File: config.mk
export PLATFORM = sky130hd
export DESIGN_NAME = csw_decoder
export DESIGN_NICKNAME = d
export VERILOG_FILES = /design/src/rtl/csw_pkg.sv /design/src/rtl/csw_regs.sv /design/src/rtl/csw_match.sv /design/src/rtl/csw_wait.sv /design/src/rtl/csw_decoder.sv
export SDC_FILE = /design/constraint.sdc
export NUM_CORES = 1
export LEC_CHECK = 0
export CAP_MARGIN = 20
export CORE_UTILIZATION = 70
export CTS_BUF_LIST = sky130_fd_sc_hd__clkbuf_2 sky130_fd_sc_hd__clkbuf_4 sky130_fd_sc_hd__clkbuf_8
export DETAILED_ROUTE_END_ITERATION = 7
export DONT_BUFFER_PORTS = 1
export PLACE_DENSITY = 0.95
export SETUP_SLACK_MARGIN = 0.3
export SLEW_MARGIN = 20
export SYNTH_ARGS = -nofsm -noshare
export SYNTH_HDL_FRONTEND = slang
export SYNTH_HIERARCHICAL = 1
export SYNTH_SLANG_ARGS = --single-unit
File: constraint.sdc
create_clock -name clk -period 5 [get_ports clk]
set_input_delay 1.25 -clock clk [delete_from_list [all_inputs] [get_ports clk]]
set_output_delay 1.25 -clock clk [all_outputs]
set_load 0.1 [all_outputs]
File: src/rtl/csw_pkg.sv
package csw_pkg;
    localparam int NAREA     = 4;
    localparam int ADDR_W    = 24;
    localparam int BASE_W    = 8;
    localparam int CMP_W     = ADDR_W - 8;
    localparam int WAIT_W    = 3;
    localparam int AREA_BITS = $clog2(NAREA);
    localparam int IDX_W     = $clog2(NAREA + 1);
    localparam int CFG_AW    = AREA_BITS + 3;

    typedef enum logic {BW8 = 1'b0, BW16 = 1'b1} bus_w_e;

    typedef struct packed {
        logic              en;
        bus_w_e            width;
        logic [WAIT_W-1:0] wait_n;
        logic [BASE_W-1:0] base;
        logic [CMP_W-1:0]  mask;
    } area_cfg_t;

    typedef struct packed {
        logic [IDX_W-1:0]  idx;
        bus_w_e            width;
        logic [WAIT_W-1:0] wait_n;
    } pick_t;

    function automatic logic area_hit(area_cfg_t c, logic [CMP_W-1:0] a);
        logic [CMP_W-1:0] ref_bits;
        ref_bits = {c.base, {(CMP_W-BASE_W){1'b0}}};
        return c.en && (((a ^ ref_bits) & ~c.mask) == '0);
    endfunction
endpackage

File: src/rtl/csw_regs.sv
module csw_regs
    import csw_pkg::*;
(
    input  logic              clk,
    input  logic              rst,
    input  logic              we,
    input  logic [CFG_AW-1:0] addr,
    input  logic [CMP_W-1:0]  wdata,
    output area_cfg_t         cfg [NAREA],
    output bus_w_e            ext_width,
    output logic [WAIT_W-1:0] ext_wait
);
    localparam logic [1:0] F_BASE = 2'd0;
    localparam logic [1:0] F_MASK = 2'd1;
    localparam logic [1:0] F_CTRL = 2'd2;

    for (genvar g = 0; g < NAREA; g++) begin : g_area
        logic sel;
        assign sel = we && !addr[CFG_AW-1] &&
                     (addr[AREA_BITS+1:2] == AREA_BITS'(g));
        always_ff @(posedge clk) begin
            if (rst) begin
                cfg[g] <= '0;
            end else if (sel) begin
                case (addr[1:0])
                    F_BASE: cfg[g].base <= wdata[BASE_W-1:0];
                    F_MASK: cfg[g].mask <= wdata;
                    F_CTRL: begin
                        cfg[g].en     <= wdata[7];
                        cfg[g].width  <= bus_w_e'(wdata[4]);
                        cfg[g].wait_n <= wdata[WAIT_W-1:0];
                    end
                    default: ;
                endcase
            end
        end
    end

    always_ff @(posedge clk) begin
        if (rst) begin
            ext_width <= BW8;
            ext_wait  <= '1;
        end else if (we && addr == {1'b1, {(CFG_AW-1){1'b0}}}) begin
            ext_width <= bus_w_e'(wdata[4]);
            ext_wait  <= wdata[WAIT_W-1:0];
        end
    end
endmodule

File: src/rtl/csw_match.sv
module csw_match
    import csw_pkg::*;
(
    input  logic              clk,
    input  logic              rst,
    input  area_cfg_t         cfg [NAREA],
    input  bus_w_e            ext_width,
    input  logic [WAIT_W-1:0] ext_wait,
    input  logic [CMP_W-1:0]  addr_hi,
    output pick_t             pick
);
    logic [NAREA-1:0] hit;

    for (genvar g = 0; g < NAREA; g++) begin : g_hit
        assign hit[g] = area_hit(cfg[g], addr_hi);
    end

    always_comb begin
        pick = '{idx: IDX_W'(NAREA), width: ext_width, wait_n: ext_wait};
        for (int i = NAREA - 1; i >= 0; i--) begin
            if (hit[i]) begin
                pick.idx    = IDX_W'(i);
                pick.width  = cfg[i].width;
                pick.wait_n = cfg[i].wait_n;
            end
        end
    end

    // the chosen window hits and no lower-numbered window does
    p_lowest_wins_r4: assert property (@(posedge clk) disable iff (rst)
        (hit != '0) |-> (hit[pick.idx[AREA_BITS-1:0]] &&
                        ((hit & ((NAREA'(1) << pick.idx[AREA_BITS-1:0]) - NAREA'(1))) == '0)));
    // extra area only when nothing hits
    p_extra_only_r5: assert property (@(posedge clk) disable iff (rst)
        (pick.idx == IDX_W'(NAREA)) |-> (hit == '0));
endmodule

File: src/rtl/csw_wait.sv
module csw_wait
    import csw_pkg::*;
(
    input  logic             clk,
    input  logic             rst,
    input  logic             req,
    input  pick_t            pick,
    output logic [NAREA-1:0] cs_n,
    output logic             bus16,
    output logic             rdy,
    output logic             busy
);
    logic [WAIT_W-1:0] cnt_q;

    always_ff @(posedge clk) begin
        if (rst) begin
            busy  <= 1'b0;
            cnt_q <= '0;
            cs_n  <= '1;
            bus16 <= 1'b0;
        end else if (busy) begin
            if (cnt_q == '0) begin
                busy  <= 1'b0;
                cs_n  <= '1;
                bus16 <= 1'b0;
            end else begin
                cnt_q <= cnt_q - 1'b1;
            end
        end else if (req) begin
            busy  <= 1'b1;
            cnt_q <= pick.wait_n;
            bus16 <= (pick.width == BW16);
            cs_n  <= (pick.idx < IDX_W'(NAREA))
                     ? ~(NAREA'(1) << pick.idx[AREA_BITS-1:0]) : '1;
        end
    end

    assign rdy = busy && (cnt_q == '0);

    // zero-wait access completes in the first cycle after acceptance
    p_zero_wait_r7: assert property (@(posedge clk) disable iff (rst)
        (req && !busy && pick.wait_n == '0) |=> rdy);
    // state of an access is held while it waits
    p_hold_busy_r9: assert property (@(posedge clk) disable iff (rst)
        (busy && !rdy) |=> ($stable(cs_n) && $stable(bus16) && busy));
endmodule

File: src/rtl/csw_decoder.sv
module csw_decoder
    import csw_pkg::*;
(
    input  logic              clk,
    input  logic              rst,
    input  logic              cfg_we,
    input  logic [CFG_AW-1:0] cfg_addr,
    input  logic [CMP_W-1:0]  cfg_wdata,
    input  logic              acc_req,
    input  logic [CMP_W-1:0]  acc_addr_hi,
    output logic [NAREA-1:0]  cs_n,
    output logic              bus16,
    output logic              rdy
);
    area_cfg_t         cfg [NAREA];
    bus_w_e            ext_width;
    logic [WAIT_W-1:0] ext_wait;
    pick_t             pick;
    logic              busy;

    csw_regs u_regs (
        .clk(clk), .rst(rst), .we(cfg_we), .addr(cfg_addr), .wdata(cfg_wdata),
        .cfg(cfg), .ext_width(ext_width), .ext_wait(ext_wait)
    );

    csw_match u_match (
        .clk(clk), .rst(rst), .cfg(cfg), .ext_width(ext_width),
        .ext_wait(ext_wait), .addr_hi(acc_addr_hi), .pick(pick)
    );

    csw_wait u_wait (
        .clk(clk), .rst(rst), .req(acc_req), .pick(pick),
        .cs_n(cs_n), .bus16(bus16), .rdy(rdy), .busy(busy)
    );

    // never more than one chip select low
    p_one_cs_r6: assert property (@(posedge clk) disable iff (rst)
        $countones(~cs_n) <= 1);
    // ready lasts one cycle
    p_rdy_pulse_r7: assert property (@(posedge clk) disable iff (rst)
        rdy |=> !rdy);
    // chip selects released after ready
    p_cs_release_r6: assert property (@(posedge clk) disable iff (rst)
        rdy |=> (cs_n == '1));
    // idle bus is quiet
    p_idle_quiet_r8: assert property (@(posedge clk) disable iff (rst)
        !busy |-> (cs_n == '1 && !bus16 && !rdy));
endmodule

* Word level (Yosys, flattened, before mapping) *
Index checks and enable logic that the tools add are counted.

word-level totals
  flip-flop bits (word level) = 129
  bits in latches = 0
  bits in writable memories = 0
  memory bits (read-only) = 0
  memories = 0

cells by class
  add/sub/neg operators = 1
  multipliers = 0
  divide/modulo/power cells = 0
  order comparisons = 1
  eq/ne operators = 8
  shift-type cells = 1
  muxes and demuxes = 17
  bitwise gates (word level) = 13
  reduce and logical (&&, ||, !) cells = 34

operators by type and width
  operator                                              count
  bitwise AND 16 bit                                    4
  zero test 16 bit                                      4
  inverter 16 bit                                       4
  bitwise XOR 16 bit                                    4
  2-to-1 mux 7 bit                                      4
  AND reduction 2 bit                                   14
  2-to-1 mux 4 bit                                      4
  logical AND 1 bit                                     11
  2-to-1 mux 3 bit                                      3
  equality test 2 bit (second input constant)           3
  2-to-1 mux 1 bit                                      6
  equality test 5 bit (second input constant)           1
  equality test 2 x 1 -> 1 bit (second input constant)  2
  zero test 2 bit                                       2
  inequality test 2 bit (second input constant)         2
  inverter 4 bit                                        1
  << shifter 1 x 2 -> 4 bit (first input constant)      1
  zero test 3 bit                                       1
  less-than comparator 3 bit (second input constant)    1
  subtractor 3 x 1 -> 3 bit (second input constant)     1
  nonzero test 2 bit                                    1
  zero test 1 bit                                       1

* Longest topological paths before layout *
  word-level depth = 13
  gate-level depth with buffers = 11
  gate-level depth less buffers = 9

* Cells and area by module *
Netlist, hierarchy kept.

modules (own cells, without submodules)
  module     times used  cells an instance  area an instance (um^2)  seq. area each (um^2)
  csw_regs   1           433                4778.3                   2402.3
  csw_match  1           140                959.7                    0.0
  csw_wait   1           54                 462.9                    180.2

* Worst setup path after synthesis *
OpenSTA, ideal clock, no wires.

  kind = input to register
  start = in acc_addr_hi[12]
  end = reg u_wait.cs_n[0]
  library setup time = 0.124 ns
  arrival time = 3.360 ns
  data required time = 4.876 ns
  path slack = 1.517 ns
  cell stages on the path = 10
  path buffers = 1
  cells stage by stage = buf_6 > xnor2_2 > o2111ai_1 > or4_4 > or3_4 > nand2_4 > nor3_1 > or4_1 > nor2_1 > mux2i_1

RTL lines
  item                  line               RTL
  from (decl)           csw_decoder.sv:10  input logic [CMP_W-1:0] acc_addr_hi,
  to (signal assigned)  csw_wait.sv:33     cs_n <= (pick.idx < IDX_W'(NAREA))
  to (decl)             csw_wait.sv:8      output logic [NAREA-1:0] cs_n,

==> summary.md <==
| Metric | Value |
|---|---|
| Initial core utilization | 0.7398 |
| Yosys warns | 6 |
| Run status | complete, no violations |
| Logic gate share of total power | 0.061 |
| Clock buffer depth | 2 |
| Number of synthesized flops with an enable pin | 0 |
| Crit-path max FO | 6 |
| Pint | 1.569 mW |
| Clock-pin slew on the worst setup and hold paths | 0.08 ns |
| Final antenna-violating net count | 0 |
| Synthesis-stage register bit count | 129 |
| Buf/Inv on CP | 0 |
| # DRC | 0 |
| Hold Path Class | reg -> reg |
| Total negative slack | 0 ns |
| Setup repair bufs after CTS | 0 |
| Final core occ | 0.7783 |
| Hold Vio Cnt, Final | 0 |
| RSZ-0062 raised after global routing | false |
| Power per cell area | 322.0 nW/um^2 |
| Async S/R FF share, synth | 0 |
| # diodes | 0 |
| Switching fraction of total power | 0.2532 |
| Global-route wire length before repair | 23520 um |
| Clock root cell | clkbuf_8 |
| Top delay family on crit path | simple AND/OR/NAND/NOR gates |
| IO Port Bufs | 0 |
| Crit path launch type | input pin |
| Layout area overhead | 5.206% |
| HPWL Detailed | 9894 um |
| Total wire length | 14980 um |
| Ys flop type | dfxtp_1 |
| Period utilization | 0.6446 |
| Cell row count | 33 |
| CP endpoint kind | register |
| Post-Syn Area | 6201 um^2 |
| TritonCTS clock tree | built |
| Die area | 9239 um^2 |
| Chip Width | 96.12 um |
| Synth Instances | 627 |
| Initial DRC count | 240 |
| Final Max Tran Viols | 0 |
| Num CTS Buffers | 17 |
| Worst path cell trace | or2b_1, o2111ai_1, or4_4, or3_4, nand2_4, nor3_1, or4_1, nor2_1, mux2i_1 |
| Relative slew slack | 0.3398 |
| Critical path class | in -> reg |
| # nets final | 646 |
| Total gr overflow | 0 |
| Actual slew at the worst max-slew pin | 0.9890 ns |
| Slowest-stage cell, CP | or4_4 |
| Final setup skew | 0.01010 ns |
| CTS-repair resized insts | 0 |
| Dpl cells | 689 |
| Die outline height | 96.12 um |
| Hold buffer count at cts | 0 |
| Layout cells sized above 1 | 0.08117 |
| Psw | 532.0 uW |
| VDD IR max | 0.0003199 V |
| Worst EP required | 5.32 ns |
| DR vias/cell | 6.225 |
| Clock Power Share | 0.441 |
| Finished Layout Cells | 721 |
| DR pass1 iterations | 5 |
| WL/cell | 20.78 um |
| GP Congestion | 0.9116 |
| GRT Total Usage | 0.3484 |
| Vias | 4488 |
| Vias in the first global route | 4583 |
| Fin worst setup slack | 1.777 ns |
| Lkg Pwr | 2.928 nW |
| # setup viols final | 0 |
| Initial antenna violation count | 0 |
| Core area | 8382 um^2 |
| Post-Syn Area per Cell | 9.890 um^2 |
| Worst endpoint data arrival time | 3.55 ns |
| Syn Nets | 670 |
| Clock period minus worst slack | 3.223 ns |
| Pin count of the biggest net entering global routing | 152 |
| Max incr delay on CP | 0.62 ns |
| Register area share after synthesis | 0.4165 |
| H-tree Lvls | 4 |
| Clk_lat worst skew | 0.44 ns |
| Setup WS pre-CTS | 1.427 ns |
| Clk sink count | 129 |
| Total Power | 2.101 mW |
| I/O pins | 47 |
| Yosys cell types | 45 |
| Max-cap viol count | 0 |
| Fmax achieved | 310.3 MHz |
| Flop pwr share | 0.498 |
[worst reg2reg max path, delay by kind of cell (launching register included)]
family | cells | cell delay (ns)
DFF | 1 | 0.37
muxes | 1 | 0.10
xor gates and xnor gates | 1 | 0.12
and+or+nand+nor | 6 | 1.87
AOI/OAI and AO/OA | 1 | 0.17
[per-stage QoR]
step	hold WS (ns)	area, um^2
5_1_grt	0.4919	6524
2_1_floorplan	0.4436	6201
3_5_place_dp	0.4589	6116
3_3_place_gp	0.4543	6116
4_1_cts	0.4716	6524
6_report	0.4735	6524
[final cells by class]
cell class / count / area, um^2
tap: 105 / 131.4
sequential: 129 / 2582
inverter: 16 / 60.06
multi-input combinational: 439 / 3342
clock buffer: 19 / 255.2
fill: 506 / 1858
clock inverter: 13 / 152.6
[power by group through the flow]
stage | clock, mW | sequential (mW) | combinational [mW]
final | 0.926 | 1.05 | 0.128
after global routing | 0.980 | 1.05 | 0.136
after CTS | 0.934 | 1.05 | 0.126
after detailed placement | 0 | 1.07 | 0.124
after global placement | 0 | 1.07 | 0.121
after floorplan | 0 | 1.07 | 0.123
[state kept, by name (all words and copies together) (netlist names)]
name	count
u_wait/busy	1
u_regs/ext_wait	3
u_wait/cnt_q	3
u_regs/ext_width	1
u_regs/cfg	116
u_wait/cs_n	4
u_wait/bus16	1
[synth_stat cells, types with 3 or more instances]
cell,number,area share
o21ai_0,7,0.0056
nand2_1,10,0.0061
clkbuf_1,23,0.014
inv_1,15,0.0091
nor2b_1,5,0.0050
xnor2_1,31,0.044
nor2_1,26,0.016
a211oi_1,4,0.0048
o22ai_1,17,0.017
a21boi_0,4,0.0048
buf_6,5,0.0091
o31ai_1,5,0.0061
buf_1,3,0.0018
nor4_1,10,0.010
o2111ai_1,4,0.0056
buf_2,10,0.0081
nand2_2,6,0.0061
mux2i_1,128,0.21
dfxtp_1,129,0.42
and2_1,4,0.0040
nand2b_1,146,0.15
a21oi_1,5,0.0040
[worst paths after layout]
check / startpoint / endpoint / slack (ns) / cells past startpoint
setup reg to reg: u_regs/cfg[78]$_SDFFE_PP0P_ / u_wait/cs_n[2]$_SDFFE_PP1P_ / 2.25 / 9
hold / removal: u_wait/cnt_q[1]$_SDFFE_PP0P_ / u_wait/cnt_q[1]$_SDFFE_PP0P_ / 0.47 / 2
setup / recovery: acc_addr_hi[4] / u_wait/cs_n[2]$_SDFFE_PP1P_ / 1.78 / 9
hold reg to reg: u_wait/cnt_q[1]$_SDFFE_PP0P_ / u_wait/cnt_q[1]$_SDFFE_PP0P_ / 0.47 / 2
[placed cells by master (no fill, tap or decap), types with 2 or more instances in the layout]
| master | synthesis | routed |
|---|---|---|
| nand2_4 | 2 | 2 |
| nand2_2 | 6 | 6 |
| a21boi_0 | 4 | 4 |
| bufinv_16 | 0 | 2 |
| o22ai_1 | 17 | 17 |
| and2_1 | 4 | 4 |
| nor3_1 | 2 | 2 |
| a21oi_1 | 5 | 5 |
| dfxtp_1 | 129 | 129 |
| nor2_1 | 26 | 26 |
| xnor2_1 | 31 | 31 |
| clkinvlp_4 | 0 | 2 |
| mux2i_1 | 128 | 128 |
| clkinv_4 | 0 | 3 |
| inv_1 | 15 | 15 |
| o21ai_0 | 7 | 7 |
| clkbuf_8 | 0 | 18 |
| ha_1 | 2 | 2 |
| nand2b_1 | 146 | 146 |
| o2111ai_1 | 4 | 4 |
| and4bb_2 | 2 | 2 |
| nor4_2 | 2 | 2 |
| inv_6 | 0 | 4 |
| o22a_1 | 2 | 2 |
| o31ai_1 | 5 | 5 |
| or4_1 | 2 | 2 |
| nor4_1 | 10 | 10 |
| nor2b_1 | 5 | 5 |
| a211oi_1 | 4 | 4 |
| nand2_1 | 10 | 10 |
[layer usage]
metal,vias to the layer above,track usage,part of all wire
li1,2072,-,-
met1,2159,0.4168,0.41
met2,199,0.5603,0.48
met3,58,0.09479,0.071
met4,0,0.2027,0.040
met5,-,0,0
[logic make-up (layout without fill, tap and decap cells)]
logic type               count (synthesis)  in the layout  synth area share
AND/OR/NAND/NOR                        226            226            0.2264
buffers and inverters                   59             48           0.04459
multiplexers                           128            128            0.2066
flip-flops                             129            129            0.4165
AO/OA/AOI/OAI                           51             51           0.05549
adder cells (fa/ha/maj)                  2              2          0.004035
XOR/XNOR                                32             32           0.04641
No activity file was read; power rests on OpenSTA's default activity.
